$ cat src/rtl/rme_pkg.sv
package rme_pkg;

  typedef enum logic [1:0] {
    OP_CLEAN_INV    = 2'd0,
    OP_INV          = 2'd1,
    OP_CLEAN_SHARED = 2'd2,
    OP_RSVD         = 2'd3
  } maintOp_t;

  // Strobes from the control FSM to the datapath
  typedef struct packed {
    logic loadBase;
    logic loadLimit;
    logic launch;
    logic step;
  } ctlStrobe_t;

endpackage

$ cat src/rtl/rme_datapath.sv
module rme_datapath
  import rme_pkg::*;
#(
  parameter int ADDR_W     = 40,
  parameter int LINE_SHIFT = 6,
  parameter int REG_W      = 64,
  parameter int OFF_W      = 5
) (
  input  logic                           clk,
  input  logic                           rst,
  input  ctlStrobe_t                     strobe,
  input  logic [REG_W-1:0]               wrData,
  input  logic                           busy,
  input  logic [OFF_W-1:0]               rdAddr,
  output logic [REG_W-1:0]               rdData,
  output logic                           rangeEmpty,
  output logic                           onLastLine,
  output logic [ADDR_W-LINE_SHIFT-1:0]   curLine,
  output maintOp_t                       curOp
);

  localparam int IDX_W = ADDR_W - LINE_SHIFT;
  localparam int PAD_W = REG_W - ADDR_W;
  localparam logic [OFF_W-1:0] OFF_BASE  = OFF_W'(8'h00);
  localparam logic [OFF_W-1:0] OFF_LIMIT = OFF_W'(8'h08);
  localparam logic [OFF_W-1:0] OFF_CMD   = OFF_W'(8'h10);

  logic [ADDR_W-1:0] baseAddr;
  logic [ADDR_W-1:0] limitAddr;
  logic [IDX_W-1:0]  baseLine;
  logic [IDX_W:0]    limitLineX;   // rounded-up exclusive line, one extra bit
  logic              unusedHi;

  assign unusedHi   = ^wrData[REG_W-1:ADDR_W];
  assign baseLine   = baseAddr[ADDR_W-1:LINE_SHIFT];
  assign limitLineX = {1'b0, limitAddr[ADDR_W-1:LINE_SHIFT]}
                    + {{IDX_W{1'b0}}, |limitAddr[LINE_SHIFT-1:0]};
  assign rangeEmpty = limitLineX <= {1'b0, baseLine};
  assign onLastLine = ({1'b0, curLine} + 1'b1) == limitLineX;

  always_ff @(posedge clk) begin
    if (rst) begin
      baseAddr  <= '0;
      limitAddr <= '0;
      curLine   <= '0;
      curOp     <= OP_CLEAN_INV;
    end else begin
      if (strobe.loadBase)  baseAddr  <= wrData[ADDR_W-1:0];
      if (strobe.loadLimit) limitAddr <= wrData[ADDR_W-1:0];
      if (strobe.launch) begin
        curOp   <= maintOp_t'(wrData[2:1]);
        curLine <= baseLine;
      end else if (strobe.step) begin
        curLine <= curLine + 1'b1;
      end
    end
  end

  always_comb begin
    rdData = '0;
    case (rdAddr)
      OFF_BASE:  rdData = {{PAD_W{1'b0}}, baseAddr};
      OFF_LIMIT: rdData = {{PAD_W{1'b0}}, limitAddr};
      OFF_CMD:   rdData = {{(REG_W-3){1'b0}}, curOp, busy};
      default:   rdData = '0;
    endcase
  end


  frozen_regs_chk: assert property (@(posedge clk) disable iff (rst)
    busy |=> $stable(baseAddr) && $stable(limitAddr) && $stable(curOp));


  step_in_range_chk: assert property (@(posedge clk) disable iff (rst)
    strobe.step |-> ({1'b0, curLine} < limitLineX));

endmodule

$ cat src/rtl/rme_ctrl.sv
module rme_ctrl
  import rme_pkg::*;
#(
  parameter int OFF_W = 5
) (
  input  logic             clk,
  input  logic             rst,
  input  logic             wrEn,
  input  logic [OFF_W-1:0] wrAddr,
  input  logic [1:0]       wrMode,
  input  logic             rangeEmpty,
  input  logic             onLastLine,
  input  logic             reqReady,
  output ctlStrobe_t       strobe,
  output logic             busy,
  output logic             reqValid
);

  localparam logic [OFF_W-1:0] OFF_BASE  = OFF_W'(8'h00);
  localparam logic [OFF_W-1:0] OFF_LIMIT = OFF_W'(8'h08);
  localparam logic [OFF_W-1:0] OFF_CMD   = OFF_W'(8'h10);

  typedef enum logic {ST_IDLE, ST_WALK} state_t;
  state_t state, stateNext;

  logic wrOpen;
  logic startWalk;

  assign busy     = (state == ST_WALK);
  assign reqValid = busy;
  assign wrOpen   = wrEn && !busy;

  assign strobe.loadBase  = wrOpen && (wrAddr == OFF_BASE);
  assign strobe.loadLimit = wrOpen && (wrAddr == OFF_LIMIT);
  assign strobe.launch    = wrOpen && (wrAddr == OFF_CMD);
  assign strobe.step      = reqValid && reqReady;

  assign startWalk = strobe.launch && (maintOp_t'(wrMode) != OP_RSVD) && !rangeEmpty;

  always_comb begin
    stateNext = state;
    case (state)
      ST_IDLE: if (startWalk) stateNext = ST_WALK;
      ST_WALK: if (reqReady && onLastLine) stateNext = ST_IDLE;
      default: stateNext = ST_IDLE;
    endcase
  end

  always_ff @(posedge clk) begin
    if (rst) state <= ST_IDLE;
    else     state <= stateNext;
  end


  rsvd_no_walk_chk: assert property (@(posedge clk) disable iff (rst)
    (strobe.launch && wrMode == 2'd3) |=> !busy);


  empty_no_walk_chk: assert property (@(posedge clk) disable iff (rst)
    (strobe.launch && rangeEmpty) |=> !busy);


  busy_drop_chk: assert property (@(posedge clk) disable iff (rst)
    (busy && reqReady && onLastLine) |=> !busy);

endmodule

$ cat src/rtl/range_maint_engine.sv
module range_maint_engine
  import rme_pkg::*;
#(
  parameter int ADDR_W     = 40,
  parameter int LINE_SHIFT = 6,
  parameter int REG_W      = 64,
  parameter int OFF_W      = 5
) (
  input  logic                         clk,
  input  logic                         rst,
  input  logic                         wrEn,
  input  logic [OFF_W-1:0]             wrAddr,
  input  logic [REG_W-1:0]             wrData,
  input  logic [OFF_W-1:0]             rdAddr,
  output logic [REG_W-1:0]             rdData,
  output logic                         reqValid,
  input  logic                         reqReady,
  output logic [1:0]                   reqOp,
  output logic [ADDR_W-LINE_SHIFT-1:0] reqLine
);

  ctlStrobe_t strobe;
  logic       busy;
  logic       rangeEmpty;
  logic       onLastLine;
  maintOp_t   curOp;

  rme_ctrl #(.OFF_W(OFF_W)) u_ctrl (
    .clk        (clk),
    .rst        (rst),
    .wrEn       (wrEn),
    .wrAddr     (wrAddr),
    .wrMode     (wrData[2:1]),
    .rangeEmpty (rangeEmpty),
    .onLastLine (onLastLine),
    .reqReady   (reqReady),
    .strobe     (strobe),
    .busy       (busy),
    .reqValid   (reqValid)
  );

  rme_datapath #(
    .ADDR_W     (ADDR_W),
    .LINE_SHIFT (LINE_SHIFT),
    .REG_W      (REG_W),
    .OFF_W      (OFF_W)
  ) u_datapath (
    .clk        (clk),
    .rst        (rst),
    .strobe     (strobe),
    .wrData     (wrData),
    .busy       (busy),
    .rdAddr     (rdAddr),
    .rdData     (rdData),
    .rangeEmpty (rangeEmpty),
    .onLastLine (onLastLine),
    .curLine    (reqLine),
    .curOp      (curOp)
  );

  assign reqOp = curOp;


  req_hold_chk: assert property (@(posedge clk) disable iff (rst)
    (reqValid && !reqReady) |=> reqValid && $stable(reqLine) && $stable(reqOp));


  no_rsvd_op_chk: assert property (@(posedge clk) disable iff (rst)
    reqValid |-> reqOp != 2'd3);

endmodule

$ cat config.mk
export PLATFORM = sky130hd
export DESIGN_NAME = range_maint_engine
export DESIGN_NICKNAME = d
export VERILOG_FILES = /design/src/rtl/rme_pkg.sv /design/src/rtl/rme_datapath.sv /design/src/rtl/rme_ctrl.sv /design/src/rtl/range_maint_engine.sv
export SDC_FILE = /design/constraint.sdc
export NUM_CORES = 1
export LEC_CHECK = 0
export BUFFER_PORTS_ARGS = -buffer_cell sky130_fd_sc_hd__buf_2
export CORE_ASPECT_RATIO = 1.25
export CORE_MARGIN = 3
export CORE_UTILIZATION = 30
export DETAILED_ROUTE_END_ITERATION = 16
export GPL_ROUTABILITY_DRIVEN = 0
export MAX_ROUTING_LAYER = met4
export PLACE_DENSITY_LB_ADDON = 0.2
export SLEW_MARGIN = 30
export SYNTH_ARGS = -nofsm -noshare
export SYNTH_HDL_FRONTEND = slang
export SYNTH_SLANG_ARGS = --single-unit
$ cat constraint.sdc
create_clock -name clk -period 3.4 [get_ports clk]
set_input_delay 0.34 -clock clk [delete_from_list [all_inputs] [get_ports clk]]
set_output_delay 0.34 -clock clk [all_outputs]
set_load 0.03 [all_outputs]
# After elaboration in Yosys (flattened, before gate mapping)
# Cells that the tools add are included.
# op_classes
add_sub_neg,3
n_lt_le_gt_ge,1
n_eq_ne,6
mux,6
bitwise,1
reduce_logical,14
# ops
op,count
40-bit case mux with 3 select lines,1
34-bit two-way mux,2
34-bit by 1-bit adder with 35-bit output,1
34-bit by 1-bit adder with 35-bit output (second input constant),1
35-bit == test,1
35-bit by 34-bit <= comparator with 1-bit output,1
34-bit by 1-bit adder with 34-bit output (second input constant),1
5-bit by 4-bit == test with 1-bit output (second input constant),2
5-bit == test (second input constant),2
5-bit zero test,2
1-bit logical AND,8
6-bit OR reduction,1
1-bit zero test,2
1-bit two-way mux,2
2-bit != test (second input constant),1
1-bit case mux with 2 select lines,1
2-bit nonzero test,1
1-bit inverter,1
# totals
ff_bits,117
input_bits,78

# Logic depth before layout (Yosys ltp)
# depth
ltp_word,7
ltp_mapped,19

# Modules after synthesis
# From an unflattened synthesis, not the netlist that was laid out.
# hier_totals
cells_unflattened,1025
hier_area_um2,8400.6
# by_module_without_submodules
mod,n_inst,cells_per_inst,area_per_inst_um2,seq_area_each_um2
rme_datapath,1,1012,8294.2,2322.2
rme_ctrl,1,13,106.4,20.0

# Worst setup path after synthesis
# No wires, ideal clock.
# synth_timing
path_type,register -> register
startpoint,reg u_datapath.limitAddr[2]
endpoint,"reg u_ctrl.state, in the netlist u_ctrl.busy"
setup_time_ns,0.129
t_arrival_ns,3.188
setup_slack_ns,0.083
path_stages_with_launch,20
path_buffers,1
synth_period_minus_slack_ns,3.317
path_cell_list,dfxtp_1 nor4_1 nand2_1 ha_1 ha_1 nand4_1 nor4_1 and3_1 buf_4 nand3_1 xnor2_1 ha_1 a21o_1 a21o_1 a21oi_1 o211ai_1 a211oi_1 o211ai_1 nand2_1 a31oi_1
# synth_via
elab_chain_cells,7
# synth_rtl
item,line,rtl
start: declaration,rme_datapath.sv:29,logic [ADDR_W-1:0] limitAddr;
start signal: assignment,rme_datapath.sv:49,if (strobe.loadLimit) limitAddr <= wrData[ADDR_W-1:0];
6-bit OR reduction (*),rme_datapath.sv:37,"+ {{IDX_W{1'b0}}, |limitAddr[LINE_SHIFT-1:0]};"
34-bit by 1-bit adder with 35-bit output (*),rme_datapath.sv:37,
35-bit by 34-bit <= comparator with 1-bit output,rme_datapath.sv:38,"assign rangeEmpty = limitLineX <= {1'b0, baseLine};"
1-bit zero test,rme_ctrl.sv:38,assign startWalk = strobe.launch && (maintOp_t'(wrMode) != OP_RSVD) && !rangeEmpty;
1-bit logical AND,rme_ctrl.sv:38,
1-bit two-way mux,rme_ctrl.sv:43,ST_IDLE: if (startWalk) stateNext = ST_WALK;
1-bit case mux with 2 select lines (*),rme_ctrl.sv:42,case (state)
end signal: assignment,rme_ctrl.sv:51,else state <= stateNext;
end: declaration,rme_ctrl.sv:24,"state_t state, stateNext;"
# Every way passes the cells marked *; elsewhere a longest branch is shown, timed or not.
# A chain may end at the register's enable or synchronous reset.

# Final worst setup path
# layout_timing
startpoint,reg u_datapath.limitAddr[4]
endpoint,"reg u_ctrl.state, in the netlist u_ctrl.busy"
# Same word-level chain as after synthesis.

==> impl_results.html <==
<table>
<tr><th>Metric</th><th>Value</th></tr>
<tr><th colspan="2">Outcome</th></tr>
<tr><td>Outcome</td><td>complete, no violations</td></tr>
<tr><th colspan="2">Power and ir drop</th></tr>
<tr><td>Switch share</td><td>0.2503</td></tr>
<tr><td>Combinational share of power</td><td>0.070</td></tr>
<tr><td>Leakage dissipation</td><td>4.351 nW</td></tr>
<tr><td>Switching component of the power</td><td>862.4 uW</td></tr>
<tr><td>Worst IR Drop VDD</td><td>0.0003477 V</td></tr>
<tr><td>Share of total power in sequential cells</td><td>0.403</td></tr>
<tr><td>Total power per unit cell area</td><td>335.2 nW/um^2</td></tr>
<tr><td>Cell internal power dissipation</td><td>2.584 mW</td></tr>
<tr><td>Proportion of power drawn by the clock network</td><td>0.527</td></tr>
<tr><th colspan="2">Worst setup path</th></tr>
<tr><td>Worst EP required</td><td>3.70 ns</td></tr>
<tr><td>List of cells traversed by the critical path</td><td>nor4_2 &gt; nand2_1 &gt; ha_4 &gt; buf_4 &gt; and4_4 &gt; nand3_4 &gt; or4_4 &gt; xnor2_2 &gt; ha_1 &gt; nand4_1 &gt; nor2_2 &gt; nand2_1 &gt; nor4_2 &gt; nand4_1 &gt; a31oi_1 &gt; nor2_1 &gt; nand2_1 &gt; a31oi_1</td></tr>
<tr><td>Max stage delay on crit path</td><td>0.58 ns</td></tr>
<tr><td>Path type of the worst setup path</td><td>reg -&gt; reg</td></tr>
<tr><td>Worst Path Arrival</td><td>3.59 ns</td></tr>
<tr><td>Worst reg2reg endpoint</td><td>u_ctrl.busy$_SDFF_PP0_</td></tr>
<tr><td>Launch point of the worst path</td><td>u_datapath.limitAddr[4]$_SDFFE_PP0P_</td></tr>
<tr><td>Setup slack on the worst flop-to-flop path</td><td>0.11 ns</td></tr>
<tr><td>Bufs and invs on worst path</td><td>1</td></tr>
<tr><td>Worst reg2reg path startpoint</td><td>u_datapath.limitAddr[4]$_SDFFE_PP0P_</td></tr>
<tr><td>CP most frequent cell</td><td>nand2_1</td></tr>
<tr><td>Nature of the critical path startpoint</td><td>register</td></tr>
<tr><td>Depth of the worst register-to-register path</td><td>18</td></tr>
<tr><td>Capturing element type of the critical path</td><td>register</td></tr>
<tr><td>Max Fanout on Critical Path</td><td>4</td></tr>
<tr><td>Slowest cell on the critical path</td><td>or4_4</td></tr>
<tr><td>Family with the most delay on the worst path</td><td>simple AND/OR/NAND/NOR gates</td></tr>
<tr><th colspan="2">Logic synthesis</th></tr>
<tr><td>Count of yosys warnings during synthesis</td><td>0</td></tr>
<tr><td>Synthesis-stage register bit count</td><td>117</td></tr>
<tr><td>Sequential area share after synthesis</td><td>0.2917</td></tr>
<tr><td>Post-Synthesis Cells</td><td>1087</td></tr>
<tr><td>Commonest register cell after synthesis</td><td>dfxtp_1</td></tr>
<tr><td>Share of synthesized registers carrying an async set or reset</td><td>0</td></tr>
<tr><td>Yosys cell types</td><td>51</td></tr>
<tr><td>Combined area of all synthesized cells</td><td>8029 um^2</td></tr>
<tr><td>EDFF count, synth</td><td>0</td></tr>
<tr><td>Post-synthesis average cell area</td><td>7.386 um^2</td></tr>
<tr><th colspan="2">Layout</th></tr>
<tr><td>Filler cell count in the final layout</td><td>2742</td></tr>
<tr><td>Share of post-route cells with drive strength above 1</td><td>0.2408</td></tr>
<tr><td>Sequential cell area</td><td>2350 um^2</td></tr>
<tr><td>Most used cells in the layout excluding fill and tap cells</td><td>nand2_1 (197), buf_2 (129), a21oi_1 (121)</td></tr>
<tr><td>Post-Layout Cell Count</td><td>1612</td></tr>
<tr><td>Most common cell after layout, fill and taps aside</td><td>nand2_1</td></tr>
<tr><td>Post-layout nets</td><td>1373</td></tr>
<tr><td>Layout overhead on the synthesized area</td><td>28.04%</td></tr>
<tr><td>Multi-input combinational cell area</td><td>5400 um^2</td></tr>
<tr><th colspan="2">Clocking</th></tr>
<tr><td>Clock input transition at the sequential cells of the worst setup and hold paths</td><td>0.06 ns</td></tr>
<tr><td>CTS tree</td><td>built</td></tr>
<tr><td>H-tree Lvls</td><td>4</td></tr>
<tr><td>CTS sink count</td><td>117</td></tr>
<tr><td>Number of hold buffers added after cts</td><td>0</td></tr>
<tr><td>Clock tree root driver cell</td><td>clkbuf_16</td></tr>
<tr><td>Buffers from clock root to sink, at most</td><td>2</td></tr>
<tr><td>Worst skew pair latency</td><td>0.43 ns</td></tr>
<tr><td>Inserted Clock Buffers</td><td>17</td></tr>
<tr><th colspan="2">Worst hold path</th></tr>
<tr><td>Hold path startpoint</td><td>wrData[4]</td></tr>
<tr><td>Worst min-delay path class</td><td>in -&gt; reg</td></tr>
<tr><td>Hold endpoint</td><td>u_datapath.limitAddr[4]$_SDFFE_PP0P_</td></tr>
<tr><td>Hold Path Cell Cnt</td><td>3</td></tr>
<tr><th colspan="2">Floorplanning</th></tr>
<tr><td>Die Area</td><td>28780 um^2</td></tr>
<tr><td>Starting density of the core</td><td>0.3067</td></tr>
<tr><td>Number of standard-cell rows in the floorplan</td><td>66</td></tr>
<tr><td>Height of the die</td><td>188.9 um</td></tr>
<tr><td>Horizontal extent of the die</td><td>152.3 um</td></tr>
<tr><td># IOs</td><td>179</td></tr>
<tr><td>Core Box Area</td><td>26180 um^2</td></tr>
<tr><th colspan="2">STA</th></tr>
<tr><td>Number of max-slew violations in the final report</td><td>0</td></tr>
<tr><td>Crit path time final</td><td>3.288 ns</td></tr>
<tr><td>Worst hold slack</td><td>0.1599 ns</td></tr>
<tr><td>Relative slew slack</td><td>0.4785</td></tr>
<tr><td>Measured slew at the worst slew-check pin</td><td>0.7822 ns</td></tr>
<tr><td>Clock skew after layout</td><td>0.01230 ns</td></tr>
<tr><td>Worst path setup slack after routing</td><td>0.1119 ns</td></tr>
<tr><td>Unrepaired setup endpoints after global routing</td><td>true</td></tr>
<tr><td>Share of the cycle needed by the critical path after routing</td><td>0.9671</td></tr>
<tr><td>Hold violation count in the final report</td><td>0</td></tr>
<tr><td>Final setup violation count</td><td>0</td></tr>
<tr><td>Maximum clock frequency</td><td>0.3041 GHz</td></tr>
<tr><th colspan="2">GRT</th></tr>
<tr><td>Met1 global-route usage</td><td>0.2517</td></tr>
<tr><td>Number of global-route vias before repair</td><td>7945</td></tr>
<tr><td>Most used routing layer</td><td>met2</td></tr>
<tr><td>Total congestion overflow after global routing</td><td>0</td></tr>
<tr><td>Number of antenna violations at the first check in global routing</td><td>1</td></tr>
<tr><td>Global-route wire length before repair</td><td>43690 um</td></tr>
<tr><td>Global-route met2 utilization</td><td>0.3207</td></tr>
<tr><td>M3 GR Usage</td><td>0.03338</td></tr>
<tr><td>Total Routing Usage GR</td><td>0.1955</td></tr>
<tr><td>Pin count of the biggest net entering global routing</td><td>68</td></tr>
<tr><th colspan="2">Detailed routing</th></tr>
<tr><td>Wirelength, routed</td><td>27990 um</td></tr>
<tr><td>DRT iter0 DRCs</td><td>611</td></tr>
<tr><td>DRC Markers</td><td>0</td></tr>
<tr><td>Pre-Repair DR Iteration Count</td><td>7</td></tr>
<tr><td>WL per Instance</td><td>17.36 um</td></tr>
<tr><td>Routed via count divided by cell count</td><td>5.011</td></tr>
<tr><td>Count of antenna-violating nets left after detailed routing</td><td>0</td></tr>
<tr><td>Total via count in the routed design</td><td>8077</td></tr>
<tr><th colspan="2">Placed design</th></tr>
<tr><td>Count of input and output buffers</td><td>130</td></tr>
<tr><td>Number of cells in the design after placement</td><td>1569</td></tr>
<tr><td>Post-placement worst setup slack</td><td>-0.1807 ns</td></tr>
<tr><td>HPWL after detailed placement</td><td>20890 um</td></tr>
<tr><th colspan="2">Run</th></tr>
<tr><td>Count of max-cap constraint violations</td><td>0</td></tr>
</table>
## synthesized netlist by cell type (5+ instances only)
cell	n	area share
a21o_1	17	0.016
a21oi_1	124	0.077
a221oi_1	6	0.0065
a222oi_1	12	0.015
a22oi_1	7	0.0065
a31oi_1	5	0.0039
and2_1	7	0.0055
and3_1	20	0.016
and4_1	12	0.013
buf_4	26	0.024
clkbuf_1	60	0.028
dfxtp_1	117	0.29
ha_1	37	0.058
inv_1	37	0.017
mux2i_1	46	0.057
nand2_1	197	0.092
nand2b_1	5	0.0039
nand3_1	29	0.018
nand4_1	20	0.016
nor2_1	116	0.054
nor3_1	17	0.011
nor4_1	6	0.0047
o21ai_0	30	0.019
or3_1	6	0.0047
xnor2_1	60	0.065
xor2_1	26	0.028
## sequential cells by signal (all words and copies together), names as in the netlist
name and count:
u_ctrl.busy 1, u_datapath.limitAddr 40, u_datapath.curLine 34, u_datapath.curOp 2
u_datapath.baseAddr 40
## kinds of logic after synthesis
family,count (synthesis),synth area share
other,1,0.0004671
and+or+nand+nor,456,0.2652
DFF,117,0.2917
AOI/OAI and AO/OA,211,0.1543
adders and majority gates,37,0.05766
buffers and inverters,130,0.07340
xor gates and xnor gates,89,0.09989
muxes,46,0.05735
## metrics by stage
step	setup TNS (ns)	utilization	instance area, um^2	power, mW
after global placement	-0.1215	0.3589	9394	1.644
after detailed placement	-0.1807	0.3589	9394	1.645
after floorplan	0	-	8115	1.576
after CTS	0	0.3856	10090	3.480
after global routing	-0.1388	0.3927	10280	3.559
final	0	0.3927	10280	3.446
## metal layers
layer | wire length, um | vias to the layer above | share of wire
met5 | 0 | - | 0
met4 | 386 | 0 | 0.014
met3 | 1261 | 25 | 0.045
met2 | 13440 | 210 | 0.48
met1 | 12900 | 3795 | 0.46
li1 | - | 4047 | -
## worst min-delay path: cells and delay by family
kind,cells,cell delay [ns]
AOI/OAI and AO/OA,1,0.05
buffers and inverters,1,0.11
and+or+nand+nor,1,0.05
## how the worst max path moves through the flow
stage	cells past startpoint	slack [ns]	endpoint
floorplan	19	0.08	u_ctrl.busy$_SDFF_PP0_
detailed placement	18	-0.18	u_ctrl.busy$_SDFF_PP0_
global route	19	-0.14	u_ctrl.busy$_SDFF_PP0_
CTS	19	0.0004	u_ctrl.busy$_SDFF_PP0_
global placement	18	-0.12	u_ctrl.busy$_SDFF_PP0_
finish	18	0.11	u_ctrl.busy$_SDFF_PP0_
## what timing repair did
| action | 4_1_cts | 5_1_grt |
|---|---|---|
| endpoints found under the setup margin | 1 | 1 |
| setup buffers | 8 | 3 |
| pin swaps | 19 | 35 |
| gates resized for setup | 12 | 34 |
## final cells by class
cell class	instances	share of cell area
repair buffers	222	0.1339
diodes	1	0.0002434
clock inverters	11	0.01229
clock buffers	21	0.04479
inverters	37	0.01351
multi-input cells	863	0.5253
well taps	340	0.04138
flip-flops and latches	117	0.2286
## power groups by stage
stage / combinational [mW] / clock (mW) / sequential, mW
2_1_floorplan: 0.160 / 0 / 1.42
3_3_place_gp: 0.227 / 0 / 1.42
3_5_place_dp: 0.228 / 0 / 1.42
4_1_cts: 0.237 / 1.86 / 1.39
5_1_grt: 0.260 / 1.91 / 1.39
6_report: 0.242 / 1.82 / 1.39
No activity file was read; power rests on OpenSTA's default activity.
